==> config.mk <==
export PLATFORM = sky130hd
export DESIGN_NAME = prog_map_dist
export DESIGN_NICKNAME = d
export VERILOG_FILES = /design/src/rtl/prog_map_dist.sv
export SDC_FILE = /design/constraint.sdc
export NUM_CORES = 1
export LEC_CHECK = 0
export BUFFER_PORTS_ARGS = -buffer_cell sky130_fd_sc_hd__buf_2
export CORE_MARGIN = 3
export CORE_UTILIZATION = 44
export DETAILED_ROUTE_END_ITERATION = 10
export HOLD_SLACK_MARGIN = 0.03
export PLACE_DENSITY = 0.79
export SETUP_SLACK_MARGIN = 0.5
export SLEW_MARGIN = 20
export SYNTH_ARGS = -nofsm -noshare
export SYNTH_HDL_FRONTEND = slang
export SYNTH_SLANG_ARGS = --single-unit
==> constraint.sdc <==
create_clock -name clk -period 1.5 [get_ports clk]
set_clock_uncertainty 0.05 [all_clocks]
set_input_delay 0.075 -clock clk [delete_from_list [all_inputs] [get_ports clk]]
set_output_delay 0.075 -clock clk [all_outputs]
set_load 0.05 [all_outputs]
==> src/rtl/prog_map_dist.sv <==
module prog_map_dist #(
  parameter int ROWS   = 8,
  parameter int COLS   = 8,
  parameter int ADDR_W = 8,
  parameter int DATA_W = 32
) (
  input  logic                              clk,
  input  logic                              rst_n,
  input  logic                              req_valid,
  output logic                              req_ready,
  input  logic [1:0]                        req_mode,
  input  logic [$clog2(ROWS*COLS)-1:0]      req_idx,
  input  logic [ROWS*COLS-1:0]              req_mask,
  input  logic [ADDR_W-1:0]                 req_addr,
  input  logic [DATA_W-1:0]                 req_data,
  output logic [ROWS*COLS-1:0]              pe_we,
  output logic [ADDR_W-1:0]                 pe_addr,
  output logic [DATA_W-1:0]                 pe_data,
  output logic                              err_pulse
);
  localparam int NPE   = ROWS * COLS;
  localparam int IDX_W = $clog2(NPE);
  localparam logic [1:0] M_ONE  = 2'b00;
  localparam logic [1:0] M_ALL  = 2'b01;
  localparam logic [1:0] M_MASK = 2'b10;

  logic           rdy_q;
  logic           take;
  logic [NPE-1:0] sel;
  logic [NPE-1:0] we_q;
  logic           err_q;
  logic [ADDR_W-1:0] addr_q;
  logic [DATA_W-1:0] data_q;

  assign take      = req_valid && rdy_q;
  assign req_ready = rdy_q;
  assign pe_we     = we_q;
  assign pe_addr   = addr_q;
  assign pe_data   = data_q;
  assign err_pulse = err_q;

  always_comb begin
    case (req_mode)
      M_ONE:   sel = {{(NPE-1){1'b0}}, 1'b1} << req_idx;
      M_ALL:   sel = {NPE{1'b1}};
      M_MASK:  sel = req_mask;
      default: sel = '0;
    endcase
  end

  always_ff @(posedge clk) begin
    if (!rst_n) begin
      rdy_q  <= 1'b0;
      we_q   <= '0;
      err_q  <= 1'b0;
      addr_q <= '0;
      data_q <= '0;
    end else begin
      rdy_q <= 1'b1;
      we_q  <= take ? sel : '0;
      err_q <= take && (req_mode == 2'b11);
      if (take) begin
        addr_q <= req_addr;
        data_q <= req_data;
      end
    end
  end

  assert_one_hot_R2: assert property (@(posedge clk) disable iff (!rst_n)
    (take && req_mode == M_ONE) |=> ($countones(pe_we) == 1 && pe_we[$past(req_idx)]));

  assert_all_on_R4: assert property (@(posedge clk) disable iff (!rst_n)
    (take && req_mode == M_ALL) |=> (&pe_we));

  assert_mask_copy_R5: assert property (@(posedge clk) disable iff (!rst_n)
    (take && req_mode == M_MASK) |=> (pe_we == $past(req_mask)));

  assert_bad_mode_R7: assert property (@(posedge clk) disable iff (!rst_n)
    (take && req_mode == 2'b11) |=> (err_pulse && pe_we == '0));

  assert_bus_match_R8: assert property (@(posedge clk) disable iff (!rst_n)
    take |=> (pe_addr == $past(req_addr) && pe_data == $past(req_data)));

  assert_idle_quiet_R9: assert property (@(posedge clk) disable iff (!rst_n)
    !take |=> (pe_we == '0 && !err_pulse));

  assert_ready_held_R10: assert property (@(posedge clk) disable iff (!rst_n)
    req_ready |=> req_ready);

  initial assert (IDX_W > 0);
endmodule

==> flow_summary.ini, run 1 <==
[clock_network]
cts.sinks = 106
numCtsBuffers = 9
root_buffer = clkbuf_8
ctsHtreeMaxLevel = 3
clk_path_buf_depth = 2
cts_hold_buffers = 106
cts_resized = 452
post_cts_buffers = 17

[logic_synthesis]
synth-async-reset-ratio_pct = 0
synth_cell_types = 35
synth_seq_cells = 106
synth_top_area_cell = dfxtp_1
yosys_warnings = 0
synth_edf_count = 0
syn_avg_cell_area_um2 = 9.25
synth_cells = 433
ys.flop_type = dfxtp_1
syn_nets = 548
ys_seq_area_share_pct = 53.0
syn_area_um2 = 4000
synthTopCellsByArea = dfxtp_1 (53%), a2111oi_0 (8.5%), nand2_1 (8.5%)
synth_top_cell_area_share_pct = 53.0

[floorplan]
num_io_pins = 221
rows = 34
die_w_um = 101
start_util_pct = 45.7
die_h_um = 101

[place]
dp_hpwl_um = 8890
gp_congestion = 0.836
dpl_cell_area_um2 = 5280
portBuffers = 220

[status]
lastStage = clock tree synthesis (4_1_cts)
outcome = stopped before the end
stop_error = [ERROR DPL-0033] detailed placement checks failed during check placement.
[kinds of logic after synthesis]
| group | after synthesis | share of synthesized area, % |
|---|---|---|
| AO/OA/AOI/OAI | 96 | 19.3 |
| AND/OR/NAND/NOR | 155 | 17.9 |
| flip-flops | 106 | 53.0 |
| buffers and inverters | 76 | 9.75 |
[synth_stat cells, drive strengths merged (2+ instances only)]
| master | count |
|---|---|
| dfxtp | 106 |
| nand2 | 91 |
| inv | 44 |
| a2111oi | 42 |
| a21boi | 40 |
| clkbuf | 21 |
| nor2b | 18 |
| nor3 | 15 |
| a31oi | 10 |
| buf | 10 |
| nor2 | 9 |
| nand3 | 6 |
| nand4 | 6 |
| a21oi | 3 |
| nor3b | 2 |
[per-stage QoR]
stage | hold slack (ns) | util, % | setup WS (ns) | setup TNS [ns] | std cells
after floorplan | 0.0527 | - | 0.0888 | 0 | 433
after global placement | 0.264 | 60.2 | 0.100 | 0 | 746
after detailed placement | 0.271 | 60.2 | -0.0786 | -0.0786 | 746
==> run 2, diff against run 1 <==
Settings changed: CORE_UTILIZATION 44 to 36, HOLD_SLACK_MARGIN 0.03 to default, PLACE_DENSITY 0.79 to default, PLACE_DENSITY_LB_ADDON from default to 0.15, SETUP_SLACK_MARGIN 0.5 to default.
==> flow_summary.ini, run 2 <==
[floorplan]
start_util_pct = 37.9
die_h_um = 111
die-area_um2 = 12400
num_io_pins = 221
die_w_um = 111
rows = 37
core-area_um2 = 10600

[sta]
hold_ws_ns = 0.0392
finalCriticalPeriod_ns = 1.43
setup_viol = 0
timing.fmax_mhz = 701
fin_crit_sh_pct = 95.1
rsz0062_at_grt = yes
relSlewSlack_pct = 49.9
slew_viol_final = 0
tightestPinTransition_ns = 0.748
hold_viol_final = 0

[clock_network]
cts_tree = done
clk_latency_ns = 0.36
clk_pin_slew_ns = 0.10
numCtsBuffers = 9
root_buffer = clkbuf_8
clk_path_buf_depth = 2
cts.sinks = 106
ctsHtreeMaxLevel = 3

[layout]
multiInputGateArea_um2 = 1540
fillers = 911
largest_register_ff_count = 64
final_cell_mix = buf_2 (220), dfxtp_1 (105), dlygate4sd3_1 (104)
layout-drive-gt1-share_pct = 36.1
seqCellArea_um2 = 2130
final_nets = 877
mostFrequentLayoutCell = buf_2
n_antenna_cell = 0
final_core_util_pct = 61.8
syn2layout_area_growth_pct = 62.9

[place]
gp_congestion = 0.855
portBuffers = 220
dp_hpwl_um = 9250

[critical_path]
worstPathMaxFanout = 22
cp.required_ns = 1.68
start_kind = register
reg2reg_setup_slack_ns = 0.07
critical_path_class = register to register
cpPeakStageDelay_ns = 0.36
reg2reg_depth = 4
cp-end-kind = register
reg2reg_from = req_ready
cp.arrival_ns = 1.61
worstReg2RegEnd = pe_we[25]
crit_family = flip-flops
crit_slowest_cell = dfxtp_4
critical_path.startpoint = req_ready
path_buf_inv = 1
cp_cell_sequence = and3_4, nand3_1, buf_12, a2111oi_0

[global_route]
grt-ovfl-total = 0
grt_pass1_vias = 4486
grt_use_total_pct = 21.9
grt_start_max_net_pins = 57
antenna_found_initial = 0
grt_pass1_wl_um = 22300

[logic_synthesis]
synthTopCellsByCount = dfxtp_1 (106), nand2_1 (91), inv_1 (44)
synth_top_family_by_area = compound AO/OA/AOI/OAI gates
synth-async-reset-ratio_pct = 0
yosys.area_share.simple_pct = 17.9
synth_cells = 433
synth_cell_types = 35
synthAdderAreaFrac_pct = 0
syn_nets = 548
synthXorXnorAreaFrac_pct = 0
ys.flop_type = dfxtp_1
synth_edf_count = 0
syn_area_um2 = 4000
yosys_warnings = 0
yosys-mux-area-fraction_pct = 0
synth_compound_area_share_pct = 19.3
synth_seq_cells = 106
ys_seq_area_share_pct = 53.0
synth_top_area_cell = dfxtp_1
synthTopCellsByArea = dfxtp_1 (53%), a2111oi_0 (8.5%), nand2_1 (8.5%)
synth_top_cell_area_share_pct = 53.0
yosysMostFrequentCell = dfxtp_1
syn_avg_cell_area_um2 = 9.25

[pwr]
power_density_nw_per_um2 = 879
vdd_ir_drop_max_uv = 589
leakagePower_nw = 3.10

[min_path]
whs_endpoint = pe_we[35]
hp-start = req_idx[1]
hp-class = primary input to register
holdPathStages = 3

[route]
drt-wirelength-per-cell_um = 15.4
wl_um = 13900
vias = 4321
viasPerCell = 4.79
first_pass_iters = 4
postRouteAntennaNets = 0
drt_iter0_drc = 196
drc = 0

[run]
drv_cap = 0

[status]
outcome = finished clean
run 2: cell counts after synthesis:
Identical to the previous run, type by type.
run 2: what timing repair did:
action                                 4_1_cts  5_1_grt
endpoints found under the hold margin      104        0
buffers inserted                             0        1
gates resized for setup                      3       12
setup endpoints to repair                   20       33
hold buffers                               104        0
pin swaps                                    0        1
run 2: kinds of logic after synthesis:
family / count (synthesis)
AND/OR/NAND/NOR: 155
flip-flops: 106
AO/OA/AOI/OAI: 96
buffers and inverters: 76
run 2: through the flow:
stage          setup TNS [ns]  worst slack, ns  area (um^2)  total power (W)  cells
2_1_floorplan               0           0.0756         4010          0.00362    433
3_3_place_gp            -2.41           -0.169         5250          0.00396    782
3_5_place_dp            -4.05           -0.288         5250          0.00397    782
4_1_cts                     0           0.0281         6480          0.00578    902
5_1_grt                -0.132          -0.0276         6520          0.00601    903
6_report                    0           0.0732         6520          0.00573    903
run 2: how the worst max path moves through the flow:
stage / end / depth (start not counted)
CTS: pe_we[45] / 3
global route: pe_we[37] / 3
detailed placement: pe_we[45] / 4
global placement: pe_we[15] / 4
finish: pe_we[25] / 4
floorplan: pe_we[41] / 5
run 2: final cells by class:
| class | instances | area share (%) |
|---|---|---|
| repair buffers | 350 | 36.0 |
| flip-flops and latches | 106 | 32.6 |
| inverters | 44 | 2.53 |
| well taps | 136 | 2.61 |
| clock inverters | 4 | 0.422 |
| clock buffers | 12 | 2.23 |
| multi-input cells | 251 | 23.6 |
run 2: report_power, final:
| group | leakage [nW] | switching (W) | internal, W |
|---|---|---|---|
| logic | 2.16 | 0.000717 | 0.000487 |
| registers | 0.863 | 0.0000359 | 0.00290 |
| clock network | 0.0786 | 0.000938 | 0.000648 |
run 2: layer usage:
layer	routed length [um]	track usage, %
met3	989	7.12
met2	7190	41.2
met5	0	0
met1	5560	23.6
met4	179	5.92
run 2: worst reg2reg max path, stage by stage, from the launching register on:
cell and delay [ns]:
dfxtp_4 0.36, and3_4 0.22, nand3_1 0.13, buf_12 0.19, a2111oi_0 0.34
Power figures use the tool's default switching activity.
==> run 3, diff against run 2 <==
Settings changed: CELL_PAD_IN_SITES_DETAIL_PLACEMENT from default to 1, CELL_PAD_IN_SITES_GLOBAL_PLACEMENT from default to 1, CORE_UTILIZATION 36 to 31, SETUP_SLACK_MARGIN from default to 0.4.
==> flow_summary.ini, run 3 (same netlist as run 2, synthesis figures left out) <==
[clock_network]
ctsHtreeMaxLevel = 3
clk_pin_slew_ns = 0.08
clk_latency_ns = 0.36
clk_path_buf_depth = 2
cts_tree = done
numCtsBuffers = 9
root_buffer = clkbuf_16
cts.sinks = 106

[critical_path]
cp.required_ns = 1.68
cp.arrival_ns = 1.70
reg2reg_depth = 5
critical_path_class = register to register
reg2reg_setup_slack_ns = -0.02
crit_slowest_cell = dfxtp_4
worstPathMaxFanout = 5
cpPeakStageDelay_ns = 0.36
cp-end-kind = register
start_kind = register
cp_cell_sequence = and3_4, nand3_4, buf_12, clkbuf_16, a2111oi_1

[global_route]
grt_pass1_wl_um = 31600
grt_pass1_vias = 5357
grt-ovfl-total = 0
antenna_found_initial = 2
grt_use_total_pct = 29.3
grt_start_max_net_pins = 51

[sta]
slew_viol_final = 0
relSlewSlack_pct = 39.7
fin_crit_sh_pct = 101
tightestPinTransition_ns = 0.903
rsz0062_at_grt = yes
timing.fmax_mhz = 658
hold_viol_final = 0
finalCriticalPeriod_ns = 1.52
setup_viol = 2
setup_ws_ns = -0.0188

[layout]
mostFrequentLayoutCell = buf_2
seqCellArea_um2 = 2130
fillers = 1297
largest_register_ff_count = 64
multiInputGateArea_um2 = 2430
syn2layout_area_growth_pct = 111
layout-drive-gt1-share_pct = 47.0
final_cell_mix = buf_2 (148), dfxtp_1 (105), dlygate4sd3_1 (105)
final_nets = 917
instances_no_fill = 976

[min_path]
holdPathStages = 3
hp-class = primary input to register

[floorplan]
core-area_um2 = 12300
num_io_pins = 221
die_w_um = 120
rows = 40
start_util_pct = 32.5
die-area_um2 = 14300
die_h_um = 120

[place]
portBuffers = 220
dp_slack_ns = -0.0501
dp_cells = 813
gp_congestion = 0.751
dp_hpwl_um = 10700

[route]
drc = 0
vias = 5152
drt_iter0_drc = 327
first_pass_iters = 5
drt-wirelength-per-cell_um = 27.0
postRouteAntennaNets = 0
wl_um = 26300
viasPerCell = 5.28

[run]
drv_cap = 0

[pwr]
power_density_nw_per_um2 = 866
vdd_ir_drop_max_uv = 745
leakagePower_nw = 3.60

[status]
violations = negative setup slack
outcome = finished, violations left
run 3: changes by cell type in the layout (fill, tap and decap cells not counted), sizes merged:
cell,before,now
dlygate4sd3,104,105
nand3,6,9
bufinv,0,1
clkbuf,12,68
clkinv,1,0
buf,246,227
diode,0,2
clkinvlp,3,1
run 3: final cells by class:
| cell class | count | area share, % |
|---|---|---|
| sequential | 106 | 25.2 |
| clock inverter | 2 | 0.445 |
| antenna | 2 | 0.0594 |
| timing repair buffer | 387 | 37.9 |
| tap | 168 | 2.49 |
| inverter | 44 | 1.96 |
| clock buffer | 13 | 3.09 |
| multi-input combinational | 254 | 28.9 |
run 3: metrics by stage:
| step | instance area (um^2) | hold slack (ns) | power [W] | utilization [%] | TNS [ns] |
|---|---|---|---|---|---|
| after floorplan | 4130 | 0.0527 | 0.00366 | - | 0 |
| after global placement | 5400 | 0.267 | 0.00401 | 43.9 | 0 |
| after detailed placement | 5400 | 0.272 | 0.00403 | 43.9 | -0.0501 |
| after CTS | 7830 | 0.00713 | 0.00694 | 63.6 | 0 |
| after global routing | 8430 | 0.0396 | 0.00749 | 68.5 | -0.198 |
| final | 8430 | 0.0333 | 0.00730 | 68.5 | -0.0267 |
run 3: metal layers:
| metal | share of wire [%] | up-vias | track usage (%) | wire, um |
|---|---|---|---|---|
| met5 | 0 | - | 0 | 0 |
| met4 | 5.1 | 0 | 13.2 | 1340 |
| met3 | 5.7 | 84 | 6.79 | 1500 |
| met2 | 53 | 286 | 54.2 | 13900 |
| met1 | 36 | 2549 | 31.4 | 9590 |
| li1 | - | 2233 | - | - |
run 3: worst paths after layout:
| check | start | to |
|---|---|---|
| setup reg to reg | req_ready | pe_we[2] |
| hold reg to reg | pe_data[5] | pe_data[5] |
| setup / recovery | req_ready | pe_we[2] |
| hold / removal | req_idx[2] | pe_we[52] |
run 3: critical path, delay by kind of cell, from the launching register on:
family	cells	cell delay (ns)
buffers and inverters	2	0.34
AO/OA/AOI/OAI	1	0.31
flip-flops	1	0.36
AND/OR/NAND/NOR	2	0.32
run 3: power by group:
| group | switching [W] | internal (W) | leakage, nW |
|---|---|---|---|
| clock | 0.00117 | 0.00138 | 0.142 |
| combinational | 0.00107 | 0.000719 | 2.59 |
| sequential | 0.0000536 | 0.00291 | 0.863 |
run 3: repair_timing:
item,in CTS,in global routing
endpoints found under the hold margin,104,0
gates resized for setup,115,131
hold buffers,105,0
pin swaps,21,7
buffers inserted,18,11
gates cloned,9,3
setup endpoints to repair,72,171
==> run 4, diff against run 3 <==
Settings changed: CORE_ASPECT_RATIO from default to 0.6, GPL_TIMING_DRIVEN from default to 0, SETUP_SLACK_MARGIN 0.4 to 0.2.
==> flow_summary.ini, run 4 (same netlist as run 2, synthesis figures left out) <==
[status]
outcome = finished clean

[sta]
tightestPinTransition_ns = 0.979
hold_viol_final = 0
fin_crit_sh_pct = 97.3
relSlewSlack_pct = 34.8
setup_viol = 0
finalSetupTns_ns = 0
rsz0062_at_grt = yes
slew_viol_final = 0
setup_ws_ns = 0.0398
timing.fmax_mhz = 685
finalCriticalPeriod_ns = 1.46

[floorplan]
die_h_um = 94.0
core-area_um2 = 12300
start_util_pct = 32.5
die-area_um2 = 14400
rows = 31
num_io_pins = 221
die_w_um = 153

[place]
portBuffers = 219
dp_hpwl_um = 11500
dp_cells = 817
dpl_cell_area_um2 = 5390
dp_slack_ns = -0.428
gp_congestion = 0.801

[global_route]
grt_use_met2_pct = 40.3
grt_pass1_vias = 4857
top_usage_layer = met2
use_met1_pct = 28.2
grt-ovfl-total = 0
grt_pass1_wl_um = 26200
grt_use_total_pct = 23.2
antenna_found_initial = 0
grt_start_max_net_pins = 19
gr-usage-met3_pct = 6.30

[critical_path]
cp.arrival_ns = 1.62
critical_path_class = register to register
cp-end-kind = register
cp.required_ns = 1.66
worstPathMaxFanout = 10
reg2reg_depth = 5
reg2reg_setup_slack_ns = 0.04
critical_path.startpoint = req_ready
reg2reg_from = req_ready
worstReg2RegEnd = pe_we[17]
endpoint = pe_we[17]
start_kind = register

[clock_network]
cts.sinks = 106
clk_path_buf_depth = 2
cts_tree = done
root_buffer = clkbuf_16
clk_pin_slew_ns = 0.07
numCtsBuffers = 9
ctsHtreeMaxLevel = 3
clk_latency_ns = 0.34

[pwr]
vdd_ir_drop_max_uv = 754
power_w = 0.00708
leakagePower_nw = 3.35
power_density_nw_per_um2 = 935

[run]
drv_cap = 0

[layout]
n_antenna_cell = 0
instances_no_fill = 944
final_nets = 889
largest_register_ff_count = 64
layout-drive-gt1-share_pct = 42.7
fin_area_um2 = 7580
syn2layout_area_growth_pct = 89.2
mostFrequentLayoutCell = buf_2
final_cell_mix = buf_2 (220), dfxtp_1 (105), dlygate4sd3_1 (105)

[min_path]
hp-class = primary input to register

[route]
drt-wirelength-per-cell_um = 20.2
postRouteAntennaNets = 0
drc = 0
first_pass_iters = 4
drt_iter0_drc = 156
viasPerCell = 4.93
wl_um = 19000
vias = 4652
-- run 4: changes by cell type in the layout (fill, tap and decap cells not counted), moves of 7 or more --
cell / before / now
nor3_2: 7 / 14
a2111oi_4: 36 / 27
buf_12: 12 / 2
a21boi_2: 7 / 0
a21boi_1: 33 / 0
buf_6: 22 / 6
buf_2: 148 / 220
a21boi_0: 0 / 40
buf_4: 38 / 6
clkbuf_4: 53 / 0
-- run 4: how the worst min path moves through the flow --
stage                     startpoint   endpoint  cells after the start
after floorplan                rst_n  req_ready                      0
after global placement         rst_n  req_ready                      1
after detailed placement       rst_n  req_ready                      1
after CTS                 req_idx[4]  pe_we[20]                      3
after global routing      req_idx[4]  pe_we[20]                      3
final                     req_idx[4]  pe_we[20]                      3
-- run 4: worst max-delay path, stage by stage (launching register included) --
cell and delay (ns):
dfxtp_4 0.35, and3_4 0.17, buf_6 0.11, nand3_4 0.12, buf_8 0.19, a2111oi_2 0.32
-- run 4: stage by stage --
step | util, % | hold slack [ns]
after floorplan | - | 0.0527
after global placement | 43.6 | 0.220
after detailed placement | 43.7 | 0.208
after CTS | 56.8 | 0.00836
after global routing | 61.4 | 0.0291
final | 61.4 | 0.0201
-- run 4: layer usage --
layer	vias to the layer above	wire [um]
li1	2157	-
met1	2250	7820
met2	195	9380
met3	50	1270
met4	0	563
met5	-	0
-- run 4: repair_timing --
action,in CTS,in global routing
hold buffers,105,0
gates cloned,1,2
setup endpoints to repair,95,104
pin swaps,3,30
endpoints found under the hold margin,105,0
setup buffers,3,0
gates resized for setup,61,86
-- run 4: power breakdown --
part           leakage (nW)  internal (W)  switching (W)  total (W)
logic                  2.33      0.000560       0.000915    0.00148
clock network         0.161       0.00153        0.00113    0.00266
registers             0.863       0.00290      0.0000400    0.00294
-- run 4: area by class of cell --
type | instances | area (um^2)
buffer | 32 | 283
clock buffer | 10 | 239
clock inverter | 6 | 96.3
fill | 1370 | 4760
inverter | 44 | 165
multi-input combinational | 251 | 2220
sequential | 106 | 2130
tap | 165 | 206
timing repair buffer | 330 | 2240
